===== src/rtl/dma_chain_pkg.sv =====
package dma_chain_pkg;

    localparam int DW    = 32;
    localparam int AW    = 16;
    localparam int CNT_W = 16;
    localparam int LEN_W = CNT_W + 1;

    localparam logic [AW-1:0] OFS_CSR   = 16'h0000;
    localparam logic [AW-1:0] OFS_CUR   = 16'h4000;
    localparam logic [AW-1:0] OFS_LIM   = 16'h4004;
    localparam logic [AW-1:0] OFS_START = 16'h4008;
    localparam logic [AW-1:0] OFS_STOP  = 16'h400C;
    localparam logic [AW-1:0] OFS_SNEXT = 16'h4010;
    localparam logic [AW-1:0] OFS_SLIM  = 16'h4014;
    localparam logic [AW-1:0] OFS_INIT  = 16'h4200;

    localparam int CMD_DIR = 0;
    localparam int CMD_EN  = 1;
    localparam int CMD_UPD = 2;
    localparam int CMD_CLR = 3;
    localparam int CMD_RST = 4;

    typedef enum logic [3:0] {
        SEL_NONE, SEL_CSR, SEL_CUR, SEL_LIM, SEL_START,
        SEL_STOP, SEL_SNEXT, SEL_SLIM, SEL_INIT
    } reg_sel_e;

    typedef struct packed {
        logic cmp;
        logic upd;
        logic en;
        logic dir;
    } csr_t;

    typedef struct packed {
        logic [DW-1:0]    addr;
        logic [LEN_W-1:0] len;
    } wr_desc_t;

    function automatic reg_sel_e decode(input logic [AW-1:0] a);
        case (a)
            OFS_CSR:   decode = SEL_CSR;
            OFS_CUR:   decode = SEL_CUR;
            OFS_LIM:   decode = SEL_LIM;
            OFS_START: decode = SEL_START;
            OFS_STOP:  decode = SEL_STOP;
            OFS_SNEXT: decode = SEL_SNEXT;
            OFS_SLIM:  decode = SEL_SLIM;
            OFS_INIT:  decode = SEL_INIT;
            default:   decode = SEL_NONE;
        endcase
    endfunction

    function automatic logic [LEN_W-1:0] pad_len(input logic [CNT_W-1:0] cnt,
                                                 input int lg);
        logic [LEN_W-1:0] mask;
        mask    = (LEN_W'(1) << lg) - LEN_W'(1);
        pad_len = ({1'b0, cnt} + mask) & ~mask;
    endfunction

endpackage


===== src/rtl/dma_csr_ctl.sv =====
module dma_csr_ctl
    import dma_chain_pkg::*;
(
    input  logic       clk,
    input  logic       rst,
    input  logic       cmd_wr,
    input  logic [4:0] cmd,
    input  logic       set_cmp,
    output csr_t       csr
);
    csr_t nxt;

    always_comb begin
        nxt = csr;
        if (cmd_wr) begin
            if (cmd[CMD_DIR]) nxt.dir = 1'b1;
            if (cmd[CMD_EN])  nxt.en  = 1'b1;
            if (cmd[CMD_UPD]) nxt.upd = 1'b1;
            if (cmd[CMD_CLR]) nxt.cmp = 1'b0;
            if (cmd[CMD_RST]) nxt = '0;
        end
        if (set_cmp) nxt.cmp = 1'b1;
    end

    always_ff @(posedge clk) begin
        if (rst) csr <= '0;
        else     csr <= nxt;
    end
endmodule


===== src/rtl/dma_ptr_bank.sv =====
module dma_ptr_bank
    import dma_chain_pkg::*;
(
    input  logic             clk,
    input  logic             rst,
    input  logic             sw_wr,
    input  reg_sel_e         sw_sel,
    input  logic [DW-1:0]    sw_data,
    input  logic             fire,
    input  logic [LEN_W-1:0] plen,
    input  logic             keep,
    output logic [DW-1:0]    cur,
    output logic [DW-1:0]    lim,
    output logic [DW-1:0]    start,
    output logic [DW-1:0]    stop,
    output logic [DW-1:0]    init,
    output logic [DW-1:0]    snext,
    output logic [DW-1:0]    slim
);
    // start/stop share one shape: plain software-written words
    localparam int NPLAIN = 2;
    localparam reg_sel_e PLAIN_SEL [NPLAIN] = '{SEL_START, SEL_STOP};
    logic [DW-1:0] plain [NPLAIN];

    for (genvar g = 0; g < NPLAIN; g++) begin : g_plain
        always_ff @(posedge clk) begin
            if (rst)                                  plain[g] <= '0;
            else if (sw_wr && sw_sel == PLAIN_SEL[g]) plain[g] <= sw_data;
        end
    end
    assign start = plain[0];
    assign stop  = plain[1];

    always_ff @(posedge clk) begin
        if (rst) begin
            cur   <= '0;
            lim   <= '0;
            init  <= '0;
            snext <= '0;
            slim  <= '0;
        end else begin
            if (sw_wr && sw_sel == SEL_CUR)  cur  <= sw_data;
            if (sw_wr && sw_sel == SEL_LIM)  lim  <= sw_data;
            if (sw_wr && sw_sel == SEL_INIT) init <= sw_data;
            if (fire) begin
                snext <= cur;
                slim  <= cur + DW'(plen);
                init  <= '0;
                if (!keep) begin
                    cur <= start;
                    lim <= stop;
                end
            end
        end
    end
endmodule


===== src/rtl/dma_done_engine.sv =====
module dma_done_engine
    import dma_chain_pkg::*;
#(
    parameter int ALIGN_LOG2 = 4
) (
    input  logic             clk,
    input  logic             rst,
    input  logic             done,
    input  logic [CNT_W-1:0] count,
    input  logic             enabled,
    input  logic [DW-1:0]    init,
    input  logic [DW-1:0]    cur,
    output logic             fire,
    output logic [LEN_W-1:0] plen,
    output wr_desc_t         desc,
    output logic             req,
    output logic             pulse
);
    assign fire = done & enabled;
    assign plen = pad_len(count, ALIGN_LOG2);

    always_ff @(posedge clk) begin
        if (rst) begin
            desc  <= '0;
            req   <= 1'b0;
            pulse <= 1'b0;
        end else begin
            req   <= fire;
            pulse <= fire;
            if (fire) begin
                desc.addr <= (init != '0) ? init : cur;
                desc.len  <= plen;
            end
        end
    end
endmodule


===== src/rtl/dma_chain_channel.sv =====
module dma_chain_channel
    import dma_chain_pkg::*;
#(
    parameter bit WIDE_ALIGN = 1'b0
) (
    input  logic        clk,
    input  logic        rst,
    input  logic        reg_en,
    input  logic        reg_we,
    input  logic [15:0] reg_addr,
    input  logic [2:0]  reg_size,
    input  logic [31:0] reg_wdata,
    output logic [31:0] reg_rdata,
    input  logic        dev_done,
    input  logic [15:0] dev_count,
    output logic        wr_req,
    output logic [31:0] wr_addr,
    output logic [16:0] wr_len,
    output logic        irq
);
    localparam int ALIGN_LOG2 = WIDE_ALIGN ? 5 : 4;

    reg_sel_e      sel;
    logic          acc_ok, sw_wr;
    csr_t          csr;
    logic          csr_en, csr_cmp;
    logic          fire;
    logic [LEN_W-1:0] plen;
    wr_desc_t      desc;
    logic [DW-1:0] cur, lim, start, stop, init, snext, slim;

    assign sel     = decode(reg_addr);
    assign acc_ok  = reg_en && (reg_size == 3'd4);
    assign sw_wr   = acc_ok && reg_we;
    assign csr_en  = csr.en;
    assign csr_cmp = csr.cmp;

    dma_csr_ctl u_csr (
        .clk     (clk),
        .rst     (rst),
        .cmd_wr  (sw_wr && sel == SEL_CSR),
        .cmd     (reg_wdata[4:0]),
        .set_cmp (fire),
        .csr     (csr)
    );

    dma_done_engine #(.ALIGN_LOG2(ALIGN_LOG2)) u_eng (
        .clk     (clk),
        .rst     (rst),
        .done    (dev_done),
        .count   (dev_count),
        .enabled (csr.en),
        .init    (init),
        .cur     (cur),
        .fire    (fire),
        .plen    (plen),
        .desc    (desc),
        .req     (wr_req),
        .pulse   (irq)
    );

    dma_ptr_bank u_ptr (
        .clk     (clk),
        .rst     (rst),
        .sw_wr   (sw_wr),
        .sw_sel  (sel),
        .sw_data (reg_wdata),
        .fire    (fire),
        .plen    (plen),
        .keep    (csr.upd),
        .cur     (cur),
        .lim     (lim),
        .start   (start),
        .stop    (stop),
        .init    (init),
        .snext   (snext),
        .slim    (slim)
    );

    assign wr_addr = desc.addr;
    assign wr_len  = desc.len;

    always_comb begin
        reg_rdata = '0;
        if (acc_ok && !reg_we) begin
            case (sel)
                SEL_CSR:   reg_rdata = {28'b0, csr};
                SEL_CUR:   reg_rdata = cur;
                SEL_LIM:   reg_rdata = lim;
                SEL_START: reg_rdata = start;
                SEL_STOP:  reg_rdata = stop;
                SEL_SNEXT: reg_rdata = snext;
                SEL_SLIM:  reg_rdata = slim;
                SEL_INIT:  reg_rdata = init;
                default:   reg_rdata = '0;
            endcase
        end
    end
endmodule


===== config.mk =====
export PLATFORM = sky130hd
export DESIGN_NAME = dma_chain_channel
export DESIGN_NICKNAME = d
export VERILOG_FILES = /design/src/rtl/dma_chain_pkg.sv /design/src/rtl/dma_csr_ctl.sv /design/src/rtl/dma_ptr_bank.sv /design/src/rtl/dma_done_engine.sv /design/src/rtl/dma_chain_channel.sv
export SDC_FILE = /design/constraint.sdc
export NUM_CORES = 1
export LEC_CHECK = 0
export ABC_AREA = 1
export BUFFER_PORTS_ARGS = -buffer_cell sky130_fd_sc_hd__buf_2
export CAP_MARGIN = 15
export CORE_ASPECT_RATIO = 1.4
export CORE_MARGIN = 3
export CORE_UTILIZATION = 48
export CTS_CLUSTER_DIAMETER = 100
export DETAILED_ROUTE_END_ITERATION = 16
export PLACE_DENSITY = 0.67
export RECOVER_POWER = 25
export SYNTH_ARGS = -nofsm -noshare
export SYNTH_HDL_FRONTEND = slang
export SYNTH_SLANG_ARGS = --single-unit

===== constraint.sdc =====
create_clock -name clk -period 7.6 [get_ports clk]
set_input_delay 0.38 -clock clk [delete_from_list [all_inputs] [get_ports clk]]
set_output_delay 0.38 -clock clk [all_outputs]
set_load 0.05 [all_outputs]

**Yosys cells after proc, flatten, opt, wreduce, memory -nomap -nowiden**

Memories as Yosys holds them, arrays and structs flattened.
Cells that the tools add are included.

- Register bits after elaboration: 210
- Bits in latches: 0
- Memory bits (writable): 64
- Memory bits (read-only): 0
- Bits of input ports: 72
- Output and inout bits: 83
- Logic and storage cells: 83
- Memories kept: 1

Memories:

| name | words | width | rd ports | clocked after memory_dff | wr ports | RTL line | source |
|---|---|---|---|---|---|---|---|
| u_ptr.plain | 2 | 32 | 2 | 0 | 2 | dma_ptr_bank.sv:23 | `logic [DW-1:0] plain [NPLAIN];` |

- $add $sub $neg: 2
- Multipliers: 0
- Divide/modulo/power cells: 0
- Magnitude comparators: 0
- Equal/unequal tests: 16
- Shift operators: 0
- Mux-type cells: 27
- Bitwise operators: 3
- Reduce and logical (&&, ||, !) cells: 22

Operators by type and width:

| cell | number |
|---|---|
| 32-bit 2-to-1 mux | 10 |
| 32-bit case mux with 8 select lines | 1 |
| 16-bit by 15-bit == test with 1-bit output, second input constant | 7 |
| 32-bit by 17-bit adder with 32-bit output | 1 |
| 4-bit case mux with 8 select lines | 1 |
| 32-bit nonzero test | 1 |
| 16-bit by 4-bit adder with 17-bit output, second input constant | 1 |
| 4-bit by 3-bit == test with 1-bit output, second input constant | 4 |
| 16-bit logical NOT | 1 |
| 1-bit 2-to-1 mux | 13 |
| 1-bit logical AND | 9 |
| 4-bit by 2-bit == test with 1-bit output, second input constant | 2 |
| 4-bit 2-to-1 mux | 2 |
| 2-bit AND reduction | 4 |
| 2-bit nonzero test | 4 |
| 4-bit by 1-bit == test with 1-bit output, second input constant | 1 |
| 4-bit == test, second input constant | 1 |
| 3-bit == test, second input constant | 1 |
| 3-bit nonzero test | 1 |
| 1-bit bitwise OR | 2 |
| 2-bit OR reduction | 1 |
| 1-bit AND | 1 |
| 1-bit logical NOT | 1 |

**Longest topological paths before layout**

Gate-level depths: netlist of the first run.

- Word-level depth: 8
- Mapped depth: 24
- Gate-level depth less buffers: 24

**Modules after synthesis**

A second synthesis of the first run with hierarchy kept.

- Cells, all modules: 2246
- Area, all modules: 15396.0 µm²

Modules (own cells, without submodules):

| module | times used | cells each | area each (µm²) | seq. area each (µm²) |
|---|---|---|---|---|
| dma_ptr_bank | 1 | 1281 | 10212.3 | 5124.9 |
| dma_done_engine | 1 | 438 | 2608.8 | 920.9 |
| dma_chain_channel | 1 | 509 | 2432.3 | 0.0 |
| dma_csr_ctl | 1 | 18 | 142.6 | 80.1 |

**Worst setup path after synthesis of the first run**

OpenSTA, ideal clock, no wires.

- Path type: input -> register
- From: in reg_addr[13]
- To: mem u_ptr.plain[1][0], enable pin
- Library setup time: 0.466 ns
- Arrival: 3.212 ns
- Required time: 7.134 ns
- Setup slack: 3.922 ns
- Stages on the path: 5
- Buffers on the path: 0
- Path through: nor2_1 nand2_2 nor2_8 nand2_1 o21ai_0

RTL lines:

| what | RTL line | source |
|---|---|---|
| start, declared | dma_chain_channel.sv:10 | `input logic [15:0] reg_addr,` |
| end, declared | dma_ptr_bank.sv:23 |  |

**Worst setup path after layout of the first run**

- From: in reg_addr[4]
- To: out reg_rdata[10]

- Word-level cells in the longest chain between the ends: 5
- Elaborated cells between the ends (all ways): 19
- Those cells by class: eq/ne (15); mux (3); reduce/logical (1)

RTL lines:

| what | RTL line | source |
|---|---|---|
| 16-bit by 15-bit == test with 1-bit output / 16-bit logical NOT (equally long branches) | dma_chain_pkg.sv:41 | `case (a)` |
| 4-bit case mux with 8 select lines (*) | dma_chain_pkg.sv:41 |  |
| 4-bit == test (tied with other cells) | dma_chain_channel.sv:86 | `case (sel)` |
| 32-bit case mux with 8 select lines (*) | dma_chain_channel.sv:86 |  |
| 32-bit 2-to-1 mux (*) | dma_chain_channel.sv:85 | `if (acc_ok && !reg_we) begin` |
| end, declared | dma_chain_channel.sv:13 | `output logic [31:0] reg_rdata,` |

Mark *: on every way between the ends. The rest lies on a longest branch, timed or not.

==> results_dict.tcl, run 1 <==
set metrics [dict create \
    synth-seq-cells 270 \
    synth_compound_area_share_pct 14.68 \
    postRouteAntennaNets 0 \
    reg2regPathDepth 5 \
    drt_wl_total_um 43610 \
    dp_slack_ps 3617 \
    cts_sinks 270 \
    nets 2174 \
    grt_pass1_wl_um 68540 \
    setup_violations 0 \
    layout_setup_ws_ps 3038 \
    die_h_um 207.8 \
    hold_ws_ps 110.1 \
    cts.reportedPaths.clkPinSlew_ps 60 \
    min_path_cells 3 \
    cts.htree.levels 1 \
    placed_area_mm2 0.01478 \
    synth.top_cell.area_share_pct 29.54 \
    clockBufferDepth 3 \
    place.gp.congestion 0.8974 \
    syn_area_mm2 0.01396 \
    drtIter0Drc 1066 \
    final_cells 2483 \
    synthCells 2010 \
    dieArea_mm2 0.03120 \
    hpwl_um 27080 \
    yosys.cell_types.count 42 \
    drive_gt1_share_pct 9.013 \
    fin_skew_ps 22.86 \
    drc_errors 0 \
    hold_path_class "primary input to flop" \
    worst_ep_arrival_time_ps 4180 \
    synth_top_family_by_area "simple AND/OR/NAND/NOR gates" \
    first_pass_iters 5 \
    start_util_pct 48.99 \
    clkLatencyLatePin_ps 570 \
    p_per_area_mw_per_mm2 194.4 \
    worstPathMaxFanout 32 \
    grt.total_usage_pct 27.20 \
    die_x_um 150.1 \
    violations "max-capacitance violations, max-slew violations" \
    worstPathRequired_ps 7220 \
    cts_buffers 27 \
    area_growth_pct 11.86 \
    switching_share_pct 22.61 \
    r2r_end "u_eng.desc[16]" \
    io_pins 155 \
    maxCapViolations 3 \
    rows 73 \
    synthAdderAreaFrac_pct 1.308 \
    synthXorXnorAreaFrac_pct 0.1255 \
    root_buffer "clkbuf_16" \
    crit_type "primary input to output pin" \
    grt_remaining_overflow 0 \
    fin_tns_setup_ps 0 \
    switchingPower_uw 686.6 \
    antenna_found_initial 0 \
    rsz0062_at_grt "no" \
    synth_mux_area_share_pct 0 \
    tightest_slew_ps 3028 \
    grt_start_max_net_pins 103 \
    ir_drop_v 0.0001465 \
    hold_path_end "u_ptr.init[16]" \
    drv_slew 140 \
    p_clk_share_pct 46.8 \
    yosysWarnings 0 \
    reg2reg_slack_ps 4430 \
    synth-simple-area-share_pct 29.21 \
    post-route-cell-area_mm2 0.01562 \
    wl_per_cell_um 17.56 \
    r2r_start "u_csr.csr[1]" \
    synth_area_leaders "dfxtp_1 (30%), edfxtp_1 (14%), nand2_1 (13%)" \
    p_leak_nw 7.110 \
    hold_viol_final 0 \
    register_area_mm2 0.006046 \
    fin_crit_sh_pct 60.02 \
    min_from "reg_wdata[16]" \
    synth_top_cell_by_area "dfxtp_1" \
    fmax_ghz 0.2192 \
    yosysSeqAreaShare_pct 43.30 \
    end_kind "output pin" \
    cts_hold_buf 0 \
    p_int_mw 2.350 \
    synth_area_per_cell_um2 6.946 \
    combPwrFrac_pct 4.0 \
    port_buffers 150 \
    cts_setup_buffers 0 \
    start_kind "primary input" \
    post-place-cells 2434 \
    nFillCells 2879 \
    post_cts_resized 0 \
    cts_tree "built" \
    antenna_cells 0 \
    seqPwrFrac_pct 49.2 \
    max-slew-margin-rel_pct -101.8 \
    via_count 13690 \
    outcome "finished with violations" \
    period_minus_slack_ps 4562 \
    core_mm2 0.02850 \
    grt_pass1_vias 13010 \
    multi_input_comb_area_mm2 0.006369 \
    vias_per_cell 5.512 \
]
-- cell usage in the layout (no fill, tap or decap), types with 10 or more instances in the layout --
| cell type | instances |
|---|---|
| o21ai_1 | 12 |
| buf_4 | 11 |
| buf_2 | 102 |
| clkbuf_1 | 56 |
| clkbuf_16 | 29 |
| inv_1 | 263 |
| nand4_1 | 78 |
| nor2_1 | 184 |
| ha_1 | 13 |
| o21ai_0 | 220 |
| edfxtp_1 | 64 |
| a21oi_1 | 149 |
| dfxtp_1 | 206 |
| nand2_1 | 500 |
| nand3_1 | 128 |
| nor2_4 | 10 |
-- logic make-up after synthesis --
group,after synthesis
flops,270
simple gates,937
xor+xnor,2
other cells,1
buf+inv,387
compound gates,399
fa+ha+maj,14
-- metrics by stage --
| stage | power (mW) | util (%) |
|---|---|---|
| 2_1_floorplan | 1.597 | - |
| 3_3_place_gp | 1.645 | 51.88 |
| 3_5_place_dp | 1.647 | 51.88 |
| 4_1_cts | 3.050 | 55.18 |
| 5_1_grt | 3.117 | 54.81 |
| 6_report | 3.037 | 54.81 |
-- sequential cells by signal, indices dropped and copies added (netlist names) --
name         count
u_ptr.slim      32
u_eng.desc      45
u_ptr.init      32
u_ptr.plain     64
u_ptr.cur       32
u_ptr.snext     28
u_csr.csr        4
u_ptr.lim       32
u_eng.req        1
-- metal layers --
layer	track usage, %	routed length, um	up-vias
met1	34.41	17610	6405
met2	48.57	22080	548
met4	8.431	1057	0
met3	2.555	2859	64
met5	0	0	-
li1	-	-	6670
-- area by class of cell --
class	instances	area share (%)
multi-input cells	1356	40.78
flip-flops and latches	270	38.71
inverters	269	6.473
clock buffers	41	5.383
repair buffers	164	5.023
well taps	375	3.004
clock inverters	8	0.6329
-- cell usage after synthesis, drive strengths merged --
library cell	number
xor2	2
o21ai	232
clkinv	1
o21a	1
a21boi	1
o22ai	1
buf	55
a21oi	149
conb	1
inv	268
nor4	9
a21o	1
nor3	10
o211ai	8
dfxtp	206
nand4	78
nand3	130
a32o	1
fa	1
clkbuf	63
ha	13
nand2	505
nor2	197
a22o	5
nand3b	3
and2	3
or2	2
edfxtp	64
-- critical path: stages --
cell,delay [ps]
buf_2,120
nor2_1,170
nand2_1,140
nor2_1,550
nand2_1,360
inv_1,1120
nor2_1,160
nand2_2,160
nand3b_4,420
nor2_1,300
buf_2,300
-- power by group through the flow --
stage | Combinational, mW | Clock [mW] | Sequential, mW
after floorplan | 0.0736 | 0 | 1.52
after global placement | 0.120 | 0 | 1.52
after detailed placement | 0.122 | 0 | 1.53
after CTS | 0.122 | 1.43 | 1.49
after global routing | 0.136 | 1.49 | 1.50
final | 0.122 | 1.42 | 1.49
-- worst max path at each step --
stage	startpoint	end	slack, ps	cells past startpoint
2_1_floorplan	reg_addr[13]	u_ptr.plain[1][0]	3920	5
3_3_place_gp	rst	u_eng.desc[16]	3660	7
3_5_place_dp	rst	u_eng.desc[16]	3620	7
4_1_cts	reg_addr[13]	reg_rdata[10]	3710	10
5_1_grt	reg_addr[5]	reg_rdata[10]	2830	11
6_report	reg_addr[4]	reg_rdata[10]	3040	11
No activity file was read; power rests on OpenSTA's default activity.
==> run 2: changes to the inputs <==
- clock period: 7.6 -> 4.6 ns (I/O delays scaled with it)
==> run 2 against run 1 <==
  * Sequential share of layout area fell by 0.91 points
  * Via count rose by 1.9%
  * Non-clock buffer count rose by 41
  * Count of clock-buffer cells in the layout rose by 3
  * Largest cell class unchanged
  * Total power rose by 65%
  * The run still ends with max-capacitance violations, max-slew violations left
  * Critical path type unchanged
  * Highest routed layer unchanged
  * Clock skew fell by 8.3 ps
==> results_dict.tcl, run 2 (synthesis gave the netlist of run 1 again) <==
set metrics [dict create \
    outcome "finished with violations" \
    violations "max-capacitance violations, max-slew violations" \
    cts_setup_buffers 0 \
    io_pins 155 \
    drive_gt1_share_pct 9.163 \
    clkLatencyLatePin_ps 550 \
    ir_drop_v 0.0002558 \
    antenna_found_initial 0 \
    port_buffers 150 \
    wl_per_cell_um 17.95 \
    first_pass_iters 5 \
    top_register "u_ptr.plain" \
    largest_register_ffs 64 \
    cts_tree "built" \
    antenna_cells 0 \
    rsz0062_at_grt "no" \
    min_path_cells 5 \
    drv_slew 55 \
    grt_pass1_vias 13460 \
    cts_hold_buf 31 \
    vias_per_cell 5.524 \
    worstPathRequired_ps 4370 \
    setup_violations 0 \
    nFillCells 2871 \
    end_kind "output pin" \
    final_common_cell "nand2_1" \
    start_kind "primary input" \
    nets 2215 \
    hpwl_um 28990 \
    root_buffer "clkbuf_16" \
    max-slew-margin-rel_pct -77.40 \
    layout_setup_ws_ps 951.5 \
    cts_buffers 27 \
    p_per_area_mw_per_mm2 314.0 \
    worstPathMaxFanout 32 \
    grt_start_max_net_pins 67 \
    clockBufferDepth 3 \
    post_cts_resized 0 \
    grt_remaining_overflow 0 \
    fin_crit_sh_pct 79.32 \
    cts_sinks 270 \
    mostFrequentLayoutCells "nand2_1 (497), inv_1 (261), o21ai_0 (216)" \
    via_count 13950 \
    placed_area_mm2 0.01488 \
    grt_pass1_wl_um 71260 \
    start_util_pct 48.99 \
    p_leak_nw 7.274 \
    power_mw 5.022 \
    dp_slack_ps 1341 \
    hold_viol_final 0 \
    cts.htree.levels 1 \
    dieArea_mm2 0.03120 \
    cts.reportedPaths.clkPinSlew_ps 60 \
    drc_errors 0 \
    area_growth_pct 14.57 \
    hold_path_class "primary input to flop" \
    rows 73 \
    core_mm2 0.02850 \
    crit_type "primary input to output pin" \
    period_minus_slack_ps 3649 \
    place.gp.congestion 0.9230 \
    drtIter0Drc 1246 \
    die_h_um 207.8 \
    fin_tns_setup_ps 0 \
    postRouteAntennaNets 0 \
    fmax_ghz 0.2741 \
    die_x_um 150.1 \
    grt.total_usage_pct 28.39 \
    maxCapViolations 2 \
    reg.largest.list "u_ptr.plain (64), u_eng.desc (45)" \
    post-route-cell-area_mm2 0.01600 \
    fin_skew_ps 14.58 \
    reg2regPathDepth 6 \
    tightest_slew_ps 2661 \
    worst_ep_arrival_time_ps 3420 \
    drt_wl_total_um 45330 \
]
## run 2: layout make-up
| type | count | area [um^2] | share of cell area (%) |
|---|---|---|---|
| inverter | 269 | 1011 | 6.320 |
| clock buffer | 44 | 810.8 | 5.068 |
| timing repair buffer | 205 | 1189 | 7.431 |
| tap | 375 | 469.2 | 2.933 |
| sequential | 270 | 6046 | 37.79 |
| clock inverter | 6 | 107.6 | 0.6727 |
| multi-input combinational | 1356 | 6364 | 39.78 |
## run 2: metrics by stage
step                      hold slack (ps)  instances  util [%]
after floorplan                     386.5       2013         -
after global placement              433.1       2443     52.15
after detailed placement            434.8       2444     52.20
after CTS                           10.65       2525     56.52
after global routing                41.79       2525     56.13
final                               22.45       2525     56.13
## run 2: final timing paths
kind	startpoint	endpoint	slack, ps
worst max register to register	u_csr.csr[1]	u_ptr.init[1]	1250
worst max-delay path	reg_addr[1]	reg_rdata[12]	950
worst min-delay path	dev_count[13]	u_eng.desc[13]	20
worst min register to register	u_ptr.snext[18]	u_ptr.snext[18]	450
## run 2: per-layer routing
metal | vias up | wire length, um | global-route usage (%) | share of wire, %
met1 | 6507 | 17730 | 34.71 | 39
met5 | - | 0 | 0 | 0
met4 | 0 | 1768 | 10.83 | 3.9
met2 | 564 | 22690 | 50.73 | 50
met3 | 115 | 3134 | 3.123 | 6.9
li1 | 6761 | - | - | -
## run 2: worst max-delay path, stage by stage
cell	delay [ps]
buf_2	90
nor2_1	350
nand2_2	110
nor2_1	510
nand2_2	220
inv_2	570
nor2_1	140
nand2_2	120
nand3b_4	450
nor2_1	310
buf_2	310
## run 2: power breakdown
part / switching, mW / internal, mW
combinational: 0.154 / 0.0771
clock: 0.953 / 1.37
sequential: 0.0155 / 2.45
total: 1.12 / 3.90
